## src/rtl/gpio24_pkg.sv

```systemverilog
package gpio24_pkg;
  localparam int PORT_W = 8;
  localparam int SEL_W  = 2;
  localparam int IDX_W  = $clog2(PORT_W);

  localparam logic [SEL_W-1:0] SEL_A   = 2'd0;
  localparam logic [SEL_W-1:0] SEL_B   = 2'd1;
  localparam logic [SEL_W-1:0] SEL_C   = 2'd2;
  localparam logic [SEL_W-1:0] SEL_CTL = 2'd3;

  // handshake roles inside port C
  localparam int C_IRQ_B = 0;
  localparam int C_BF_B  = 1;
  localparam int C_STB_B = 2;
  localparam int C_IRQ_A = 3;
  localparam int C_STB_A = 4;
  localparam int C_BF_A  = 5;

  // mode word after reset: every group input, no strobed port
  localparam logic [6:0] MODE_RESET = 7'h1B;

  typedef struct packed {
    logic aStb;
    logic aIn;
    logic cHiIn;
    logic bStb;
    logic bIn;
    logic cLoIn;
  } cfg_t;

  typedef struct packed {
    logic             wrA;
    logic             wrB;
    logic             wrC;
    logic             modeWr;
    logic             bitWr;
    logic [IDX_W-1:0] bitIdx;
    logic             bitVal;
    logic             rdA;
    logic             rdB;
  } strobe_t;
endpackage

```

## src/rtl/gpio24_ctrl.sv

```systemverilog
module gpio24_ctrl
  import gpio24_pkg::*;
#(
  parameter int PW = PORT_W
) (
  input  logic             clk,
  input  logic             rstN,
  input  logic [SEL_W-1:0] sel,
  input  logic             wrEn,
  input  logic             rdEn,
  input  logic [PW-1:0]    busIn,
  output strobe_t          strb,
  output cfg_t             cfg,
  output logic [PW-1:0]    ctlView
);
  logic [PW-2:0] modeReg;
  logic          ctlWr;

  assign ctlWr = wrEn && (sel == SEL_CTL);

  always_comb begin
    strb        = '0;
    strb.wrA    = wrEn && (sel == SEL_A);
    strb.wrB    = wrEn && (sel == SEL_B);
    strb.wrC    = wrEn && (sel == SEL_C);
    strb.modeWr = ctlWr && busIn[PW-1];
    strb.bitWr  = ctlWr && !busIn[PW-1];
    strb.bitIdx = busIn[IDX_W:1];
    strb.bitVal = busIn[0];
    strb.rdA    = rdEn && (sel == SEL_A);
    strb.rdB    = rdEn && (sel == SEL_B);
  end

  always_ff @(posedge clk) begin
    if (!rstN)            modeReg <= (PW-1)'(MODE_RESET);
    else if (strb.modeWr) modeReg <= busIn[PW-2:0];
  end

  assign cfg.aStb  = modeReg[5];
  assign cfg.aIn   = modeReg[4];
  assign cfg.cHiIn = modeReg[3];
  assign cfg.bStb  = modeReg[2];
  assign cfg.bIn   = modeReg[1];
  assign cfg.cLoIn = modeReg[0];

  assign ctlView = {1'b1, modeReg};
endmodule

```

## src/rtl/gpio24_hs.sv

```systemverilog
module gpio24_hs #(
  parameter int PW = 8
) (
  input  logic          clk,
  input  logic          rstN,
  input  logic          enable,
  input  logic          clear,
  input  logic          stbIn,
  input  logic          inte,
  input  logic          rdHit,
  input  logic [PW-1:0] dataIn,
  output logic [PW-1:0] dataHeld,
  output logic          bufFull,
  output logic          irq
);
  logic stbPrev;
  logic stbEdge;

  assign stbEdge = enable && stbIn && !stbPrev;

  always_ff @(posedge clk) begin
    if (!rstN) begin
      stbPrev  <= 1'b0;
      dataHeld <= '0;
      bufFull  <= 1'b0;
      irq      <= 1'b0;
    end else begin
      stbPrev <= stbIn;
      if (clear) begin
        bufFull <= 1'b0;
        irq     <= 1'b0;
      end else if (stbEdge) begin
        dataHeld <= dataIn;
        bufFull  <= 1'b1;
        if (inte) irq <= 1'b1;
      end else if (rdHit) begin
        bufFull <= 1'b0;
        irq     <= 1'b0;
      end
    end
  end
endmodule

```

## src/rtl/gpio24_dp.sv

```systemverilog
module gpio24_dp
  import gpio24_pkg::*;
#(
  parameter int PW = PORT_W
) (
  input  logic             clk,
  input  logic             rstN,
  input  strobe_t          strb,
  input  cfg_t             cfg,
  input  logic [PW-1:0]    ctlView,
  input  logic [SEL_W-1:0] sel,
  input  logic             rdEn,
  input  logic [PW-1:0]    busIn,
  input  logic [3*PW-1:0]  padIn,
  output logic [3*PW-1:0]  padOut,
  output logic [3*PW-1:0]  padOe,
  output logic [PW-1:0]    busOut,
  output logic             busOe
);
  logic [PW-1:0] latA, latB, latC;
  logic [PW-1:0] aPadIn, bPadIn, cPadIn;
  logic [PW-1:0] heldA, heldB;
  logic          bfA, irqA, bfB, irqB;
  logic [PW-1:0] hsOwn, hsOe, hsVal;
  logic [PW-1:0] cOut, cOe, cRead;
  logic [PW-1:0] aRead, bRead, rdMux;

  assign aPadIn = padIn[PW-1:0];
  assign bPadIn = padIn[2*PW-1:PW];
  assign cPadIn = padIn[3*PW-1:2*PW];

  always_ff @(posedge clk) begin
    if (!rstN || strb.modeWr) begin
      latA <= '0;
      latB <= '0;
      latC <= '0;
    end else begin
      if (strb.wrA) latA <= busIn;
      if (strb.wrB) latB <= busIn;
      if (strb.wrC)       latC <= busIn;
      else if (strb.bitWr) latC[strb.bitIdx] <= strb.bitVal;
    end
  end

  gpio24_hs #(.PW(PW)) u_hsA (
    .clk(clk), .rstN(rstN), .enable(cfg.aStb), .clear(strb.modeWr),
    .stbIn(cPadIn[C_STB_A]), .inte(latC[C_STB_A]), .rdHit(strb.rdA),
    .dataIn(aPadIn), .dataHeld(heldA), .bufFull(bfA), .irq(irqA)
  );

  gpio24_hs #(.PW(PW)) u_hsB (
    .clk(clk), .rstN(rstN), .enable(cfg.bStb), .clear(strb.modeWr),
    .stbIn(cPadIn[C_STB_B]), .inte(latC[C_STB_B]), .rdHit(strb.rdB),
    .dataIn(bPadIn), .dataHeld(heldB), .bufFull(bfB), .irq(irqB)
  );

  // handshake lines take over their port C bits
  always_comb begin
    hsOwn = '0;
    hsOe  = '0;
    hsVal = '0;
    if (cfg.aStb) begin
      hsOwn[C_IRQ_A] = 1'b1; hsOe[C_IRQ_A] = 1'b1; hsVal[C_IRQ_A] = irqA;
      hsOwn[C_STB_A] = 1'b1;
      hsOwn[C_BF_A]  = 1'b1; hsOe[C_BF_A]  = 1'b1; hsVal[C_BF_A]  = bfA;
    end
    if (cfg.bStb) begin
      hsOwn[C_IRQ_B] = 1'b1; hsOe[C_IRQ_B] = 1'b1; hsVal[C_IRQ_B] = irqB;
      hsOwn[C_STB_B] = 1'b1;
      hsOwn[C_BF_B]  = 1'b1; hsOe[C_BF_B]  = 1'b1; hsVal[C_BF_B]  = bfB;
    end
  end

  for (genvar i = 0; i < PW; i++) begin : g_cbit
    logic baseOe;
    if (i < PW/2) begin : g_lo
      assign baseOe = !cfg.cLoIn;
    end else begin : g_hi
      assign baseOe = !cfg.cHiIn;
    end
    assign cOe[i]   = hsOwn[i] ? hsOe[i]  : baseOe;
    assign cOut[i]  = hsOwn[i] ? hsVal[i] : latC[i];
    assign cRead[i] = cOe[i] ? cOut[i] : cPadIn[i];
  end

  assign aRead = cfg.aStb ? heldA : (cfg.aIn ? aPadIn : latA);
  assign bRead = cfg.bStb ? heldB : (cfg.bIn ? bPadIn : latB);

  assign padOut = {cOut, latB, latA};
  assign padOe  = {cOe,
                   {PW{!(cfg.bIn || cfg.bStb)}},
                   {PW{!(cfg.aIn || cfg.aStb)}}};

  always_comb begin
    unique case (sel)
      SEL_A:   rdMux = aRead;
      SEL_B:   rdMux = bRead;
      SEL_C:   rdMux = cRead;
      default: rdMux = ctlView;
    endcase
  end

  assign busOut = rdEn ? rdMux : '0;
  assign busOe  = rdEn;
endmodule

```

## src/rtl/gpio24_port.sv

```systemverilog
module gpio24_port
  import gpio24_pkg::*;
(
  input  logic        clk,
  input  logic        rstN,
  input  logic [1:0]  sel,
  input  logic        wrEn,
  input  logic        rdEn,
  input  logic [7:0]  busIn,
  output logic [7:0]  busOut,
  output logic        busOe,
  input  logic [23:0] padIn,
  output logic [23:0] padOut,
  output logic [23:0] padOe
);
  strobe_t           strb;
  cfg_t              cfg;
  logic [PORT_W-1:0] ctlView;

  gpio24_ctrl #(.PW(PORT_W)) u_ctrl (
    .clk(clk), .rstN(rstN), .sel(sel), .wrEn(wrEn), .rdEn(rdEn),
    .busIn(busIn), .strb(strb), .cfg(cfg), .ctlView(ctlView)
  );

  gpio24_dp #(.PW(PORT_W)) u_dp (
    .clk(clk), .rstN(rstN), .strb(strb), .cfg(cfg), .ctlView(ctlView),
    .sel(sel), .rdEn(rdEn), .busIn(busIn), .padIn(padIn),
    .padOut(padOut), .padOe(padOe), .busOut(busOut), .busOe(busOe)
  );
endmodule

```

## config.mk

```make
export PLATFORM = sky130hd
export DESIGN_NAME = gpio24_port
export DESIGN_NICKNAME = d
export VERILOG_FILES = /design/src/rtl/gpio24_pkg.sv /design/src/rtl/gpio24_ctrl.sv /design/src/rtl/gpio24_hs.sv /design/src/rtl/gpio24_dp.sv /design/src/rtl/gpio24_port.sv
export SDC_FILE = /design/constraint.sdc
export NUM_CORES = 1
export LEC_CHECK = 0
export BUFFER_PORTS_ARGS = -buffer_cell sky130_fd_sc_hd__clkbuf_2
export CAP_MARGIN = 20
export CORE_MARGIN = 3
export CORE_UTILIZATION = 56
export CTS_CLUSTER_SIZE = 28
export DETAILED_ROUTE_END_ITERATION = 6
export PLACE_DENSITY_LB_ADDON = 0.08
export SYNTH_ARGS = -nofsm -noshare
export SYNTH_HDL_FRONTEND = slang
export SYNTH_SLANG_ARGS = --single-unit
```

## constraint.sdc

```tcl
create_clock -name clk -period 3.6 [get_ports clk]
set_input_delay 0.54 -clock clk [delete_from_list [all_inputs] [get_ports clk]]
set_output_delay 0.54 -clock clk [all_outputs]
set_load 0.01 [all_outputs]
```

==> results.sh <==
export IMPL_pwr_share_comb_pct=16.0
export IMPL_num_io_pins=95
export IMPL_peakVddDrop_mv=0.242
export IMPL_setup_tns_ns=0
export IMPL_cts_hold_buf=0
export IMPL_antenna_cells_inserted=0
export IMPL_status="finished clean"
export IMPL_switching_power_w=0.000331
export IMPL_seqPwrFrac_pct=49.6
export IMPL_initial_core_util_pct=59.1
export IMPL_clk_latency_ns=0.31
export IMPL_vias_per_cell=5.60
export IMPL_clkPwrFrac_pct=34.4
export IMPL_worstSetupEndpointType="output port"
export IMPL_cts_tree="built"
export IMPL_crit_slowest_cell="dfxtp_1"
export IMPL_rsz0062_at_grt="false"
export IMPL_placed_cell_area_um2=3370
export IMPL_clock_skew_ns=0.00545
export IMPL_cts_resized_gates=0
export IMPL_syn_instance_count=350
export IMPL_min_path_cells=2
export IMPL_stdcell_area_um2=3490
export IMPL_arrival_ns=2.29
export IMPL_crit_type="reg -> out"
export IMPL_slew_viol_final=0
export IMPL_drtIter0Drc=182
export IMPL_synth_net_count=388
export IMPL_hold_viol=0
export IMPL_netlist_area_um2=3080
export IMPL_wl_per_cell_um=16.6
export IMPL_p_leak_nw=1.57
export IMPL_setup_viol=0
export IMPL_vias=2670
export IMPL_fin_crit_sh_pct=78.7
export IMPL_slew_headroom_pct=44.3
export IMPL_critPathMaxFanout=26
export IMPL_pwr_density_cell_nw_per_um2=357
export IMPL_core_um2=5200
export IMPL_maxCapViolCount=0
export IMPL_cts_made_buffers=5
export IMPL_synthArstFlopShare_pct=0
export IMPL_hpwl_um=5870
export IMPL_worst_pin_slew_ns=0.835
export IMPL_grt_pass1_vias=2485
export IMPL_fin_nets=444
export IMPL_synthFlopType="dfxtp_1"
export IMPL_max_clock_freq_mhz=353
export IMPL_yosys_warnings=0
export IMPL_grt_max_degree=28
export IMPL_finalCriticalPeriod_ns=2.83
export IMPL_grtUsageTotal_pct=25.5
export IMPL_dr_pass1_iters=4
export IMPL_drtAntennaViolNets=0
export IMPL_cp_cell_sequence="o21ai_0 > mux4_2 > and2_1 > clkbuf_2"
export IMPL_clockBufferDepth=2
export IMPL_synth_edf_count=0
export IMPL_reg2regPathDepth=4
export IMPL_required_ns=3.06
export IMPL_seq_area_frac_synth_pct=34.5
export IMPL_chipHeight_um=80.1
export IMPL_die_width_um=80.1
export IMPL_synth_cell_types=38
export IMPL_clk_pin_slew_worst_paths_ns=0.10
export IMPL_hp_class="in -> reg"
export IMPL_synthToLayoutAreaGrowth_pct=13.4
export IMPL_clock_sinks=53
export IMPL_worstSetupStartpointType="register"
export IMPL_die_area_um2=6420
export IMPL_antenna_found_initial=0
export IMPL_synth_seq_cells=53
export IMPL_switching_share_pct=26.6
export IMPL_totalWireLength_um=7900
export IMPL_gp_congestion=0.855
export IMPL_p_int_w=0.000914
export IMPL_htree_levels=2
export IMPL_avgSynthCellArea_um2=8.79
export IMPL_drive_above_1_share_pct=29.7
export IMPL_remaining_drc_errors=0
export IMPL_overflow=0
export IMPL_cts_setup_buffers=0
export IMPL_clock_root_buffer="clkbuf_8"
export IMPL_grt_pass1_wl_um=12500
export IMPL_io_buffers=94
export IMPL_rows=26
export IMPL_crit_path_max_incr_delay_ns=0.88
-- layer usage --
layer	up-vias	part of all wire, %	GRT usage [%]
li1	1302	-	-
met1	1248	46	35.4
met2	104	45	39.4
met3	16	6.9	3.81
met4	0	2.2	10.5
met5	-	0	0
-- power groups by stage --
stage	clock network, W	registers [W]	logic, W
floorplan	0	0.000625	0.000136
global placement	0	0.000631	0.000197
detailed placement	0	0.000632	0.000198
CTS	0.000435	0.000618	0.000199
global route	0.000458	0.000621	0.000218
finish	0.000428	0.000618	0.000199
-- placed cells by master, fill, tap and decap left out, drive strengths merged, types with 7 or more instances in the layout --
master,netlist,final
nor2b,20,20
a21oi,9,9
inv,7,7
mux2,7,7
mux2i,55,55
a211oi,9,9
nor2,35,35
clkbuf,13,100
nand2,34,34
dfxtp,53,53
o21ai,19,19
-- through the flow --
stage	total power [W]	instances	hold WS [ns]	setup WS (ns)	utilization (%)
after floorplan	0.000761	350	0.440	1.41	-
after global placement	0.000828	469	0.457	1.06	64.7
after detailed placement	0.000830	469	0.460	1.04	64.7
after CTS	0.00125	477	0.454	0.842	67.0
after global routing	0.00130	477	0.464	0.621	67.0
final	0.00125	477	0.460	0.765	67.0
-- flip-flops by register name (all words and copies together) (netlist names) --
register             count
u_dp.latA                8
u_dp.latB                8
u_dp.latC                8
u_dp.u_hsA.dataHeld      8
u_dp.u_hsB.dataHeld      8
u_ctrl.modeReg           7
u_dp.u_hsA.bufFull       1
u_dp.u_hsA.irq           1
u_dp.u_hsA.stbPrev       1
u_dp.u_hsB.bufFull       1
u_dp.u_hsB.irq           1
u_dp.u_hsB.stbPrev       1
-- worst max-delay path, delay by kind of cell, from the launching register on --
kind,cells,cell delay [ns]
flops,1,0.88
mux,1,0.50
compound gates,1,0.32
simple gates,1,0.16
buf+inv,1,0.12
-- cell type report --
cell class | count | area, µm²
Fill cell | 441 | 1720
Multi-Input combinational cell | 242 | 1700
Sequential cell | 53 | 1060
Timing Repair Buffer | 97 | 493
Tap cell | 70 | 87.6
Clock buffer | 6 | 82.6
Clock inverter | 2 | 37.5
Inverter | 7 | 26.3
-- cell usage after synthesis (all sizes together), types with 7 or more instances --
| library cell | number | area, µm² |
|---|---|---|
| a21oi | 9 | 45.0 |
| a211oi | 9 | 67.6 |
| dfxtp | 53 | 1060 |
| mux2i | 55 | 551 |
| nor2b | 20 | 125 |
| clkbuf | 13 | 51.3 |
| inv | 7 | 26.3 |
| nor2 | 35 | 131 |
| mux2 | 7 | 78.8 |
| nand2 | 34 | 128 |
| o21ai | 19 | 95.1 |
| buf | 35 | 238 |
-- kinds of logic after synthesis --
| family | count (synthesis) | synth area share [%] |
|---|---|---|
| multiplexers | 66 | 23.4 |
| buffers and inverters | 55 | 10.2 |
| AND/OR/NAND/NOR | 119 | 20.1 |
| flip-flops | 53 | 34.5 |
| AO/OA/AOI/OAI | 57 | 11.8 |
-- path summary, 6_finish.rpt --
path,to,slack (ns),start
setup reg to reg,u_dp.u_hsB.dataHeld[7]$_SDFFE_PN0P_,1.57,u_ctrl.modeReg[2]$_SDFFE_PN0P_
setup / recovery,busOut[3],0.77,u_ctrl.modeReg[2]$_SDFFE_PN0P_
hold / removal,u_dp.u_hsA.stbPrev$_SDFF_PN0_,0.46,padIn[20]
hold reg to reg,u_ctrl.modeReg[6]$_SDFFE_PN0P_,0.48,u_ctrl.modeReg[6]$_SDFFE_PN0P_
No activity file was read; power rests on OpenSTA's default activity.
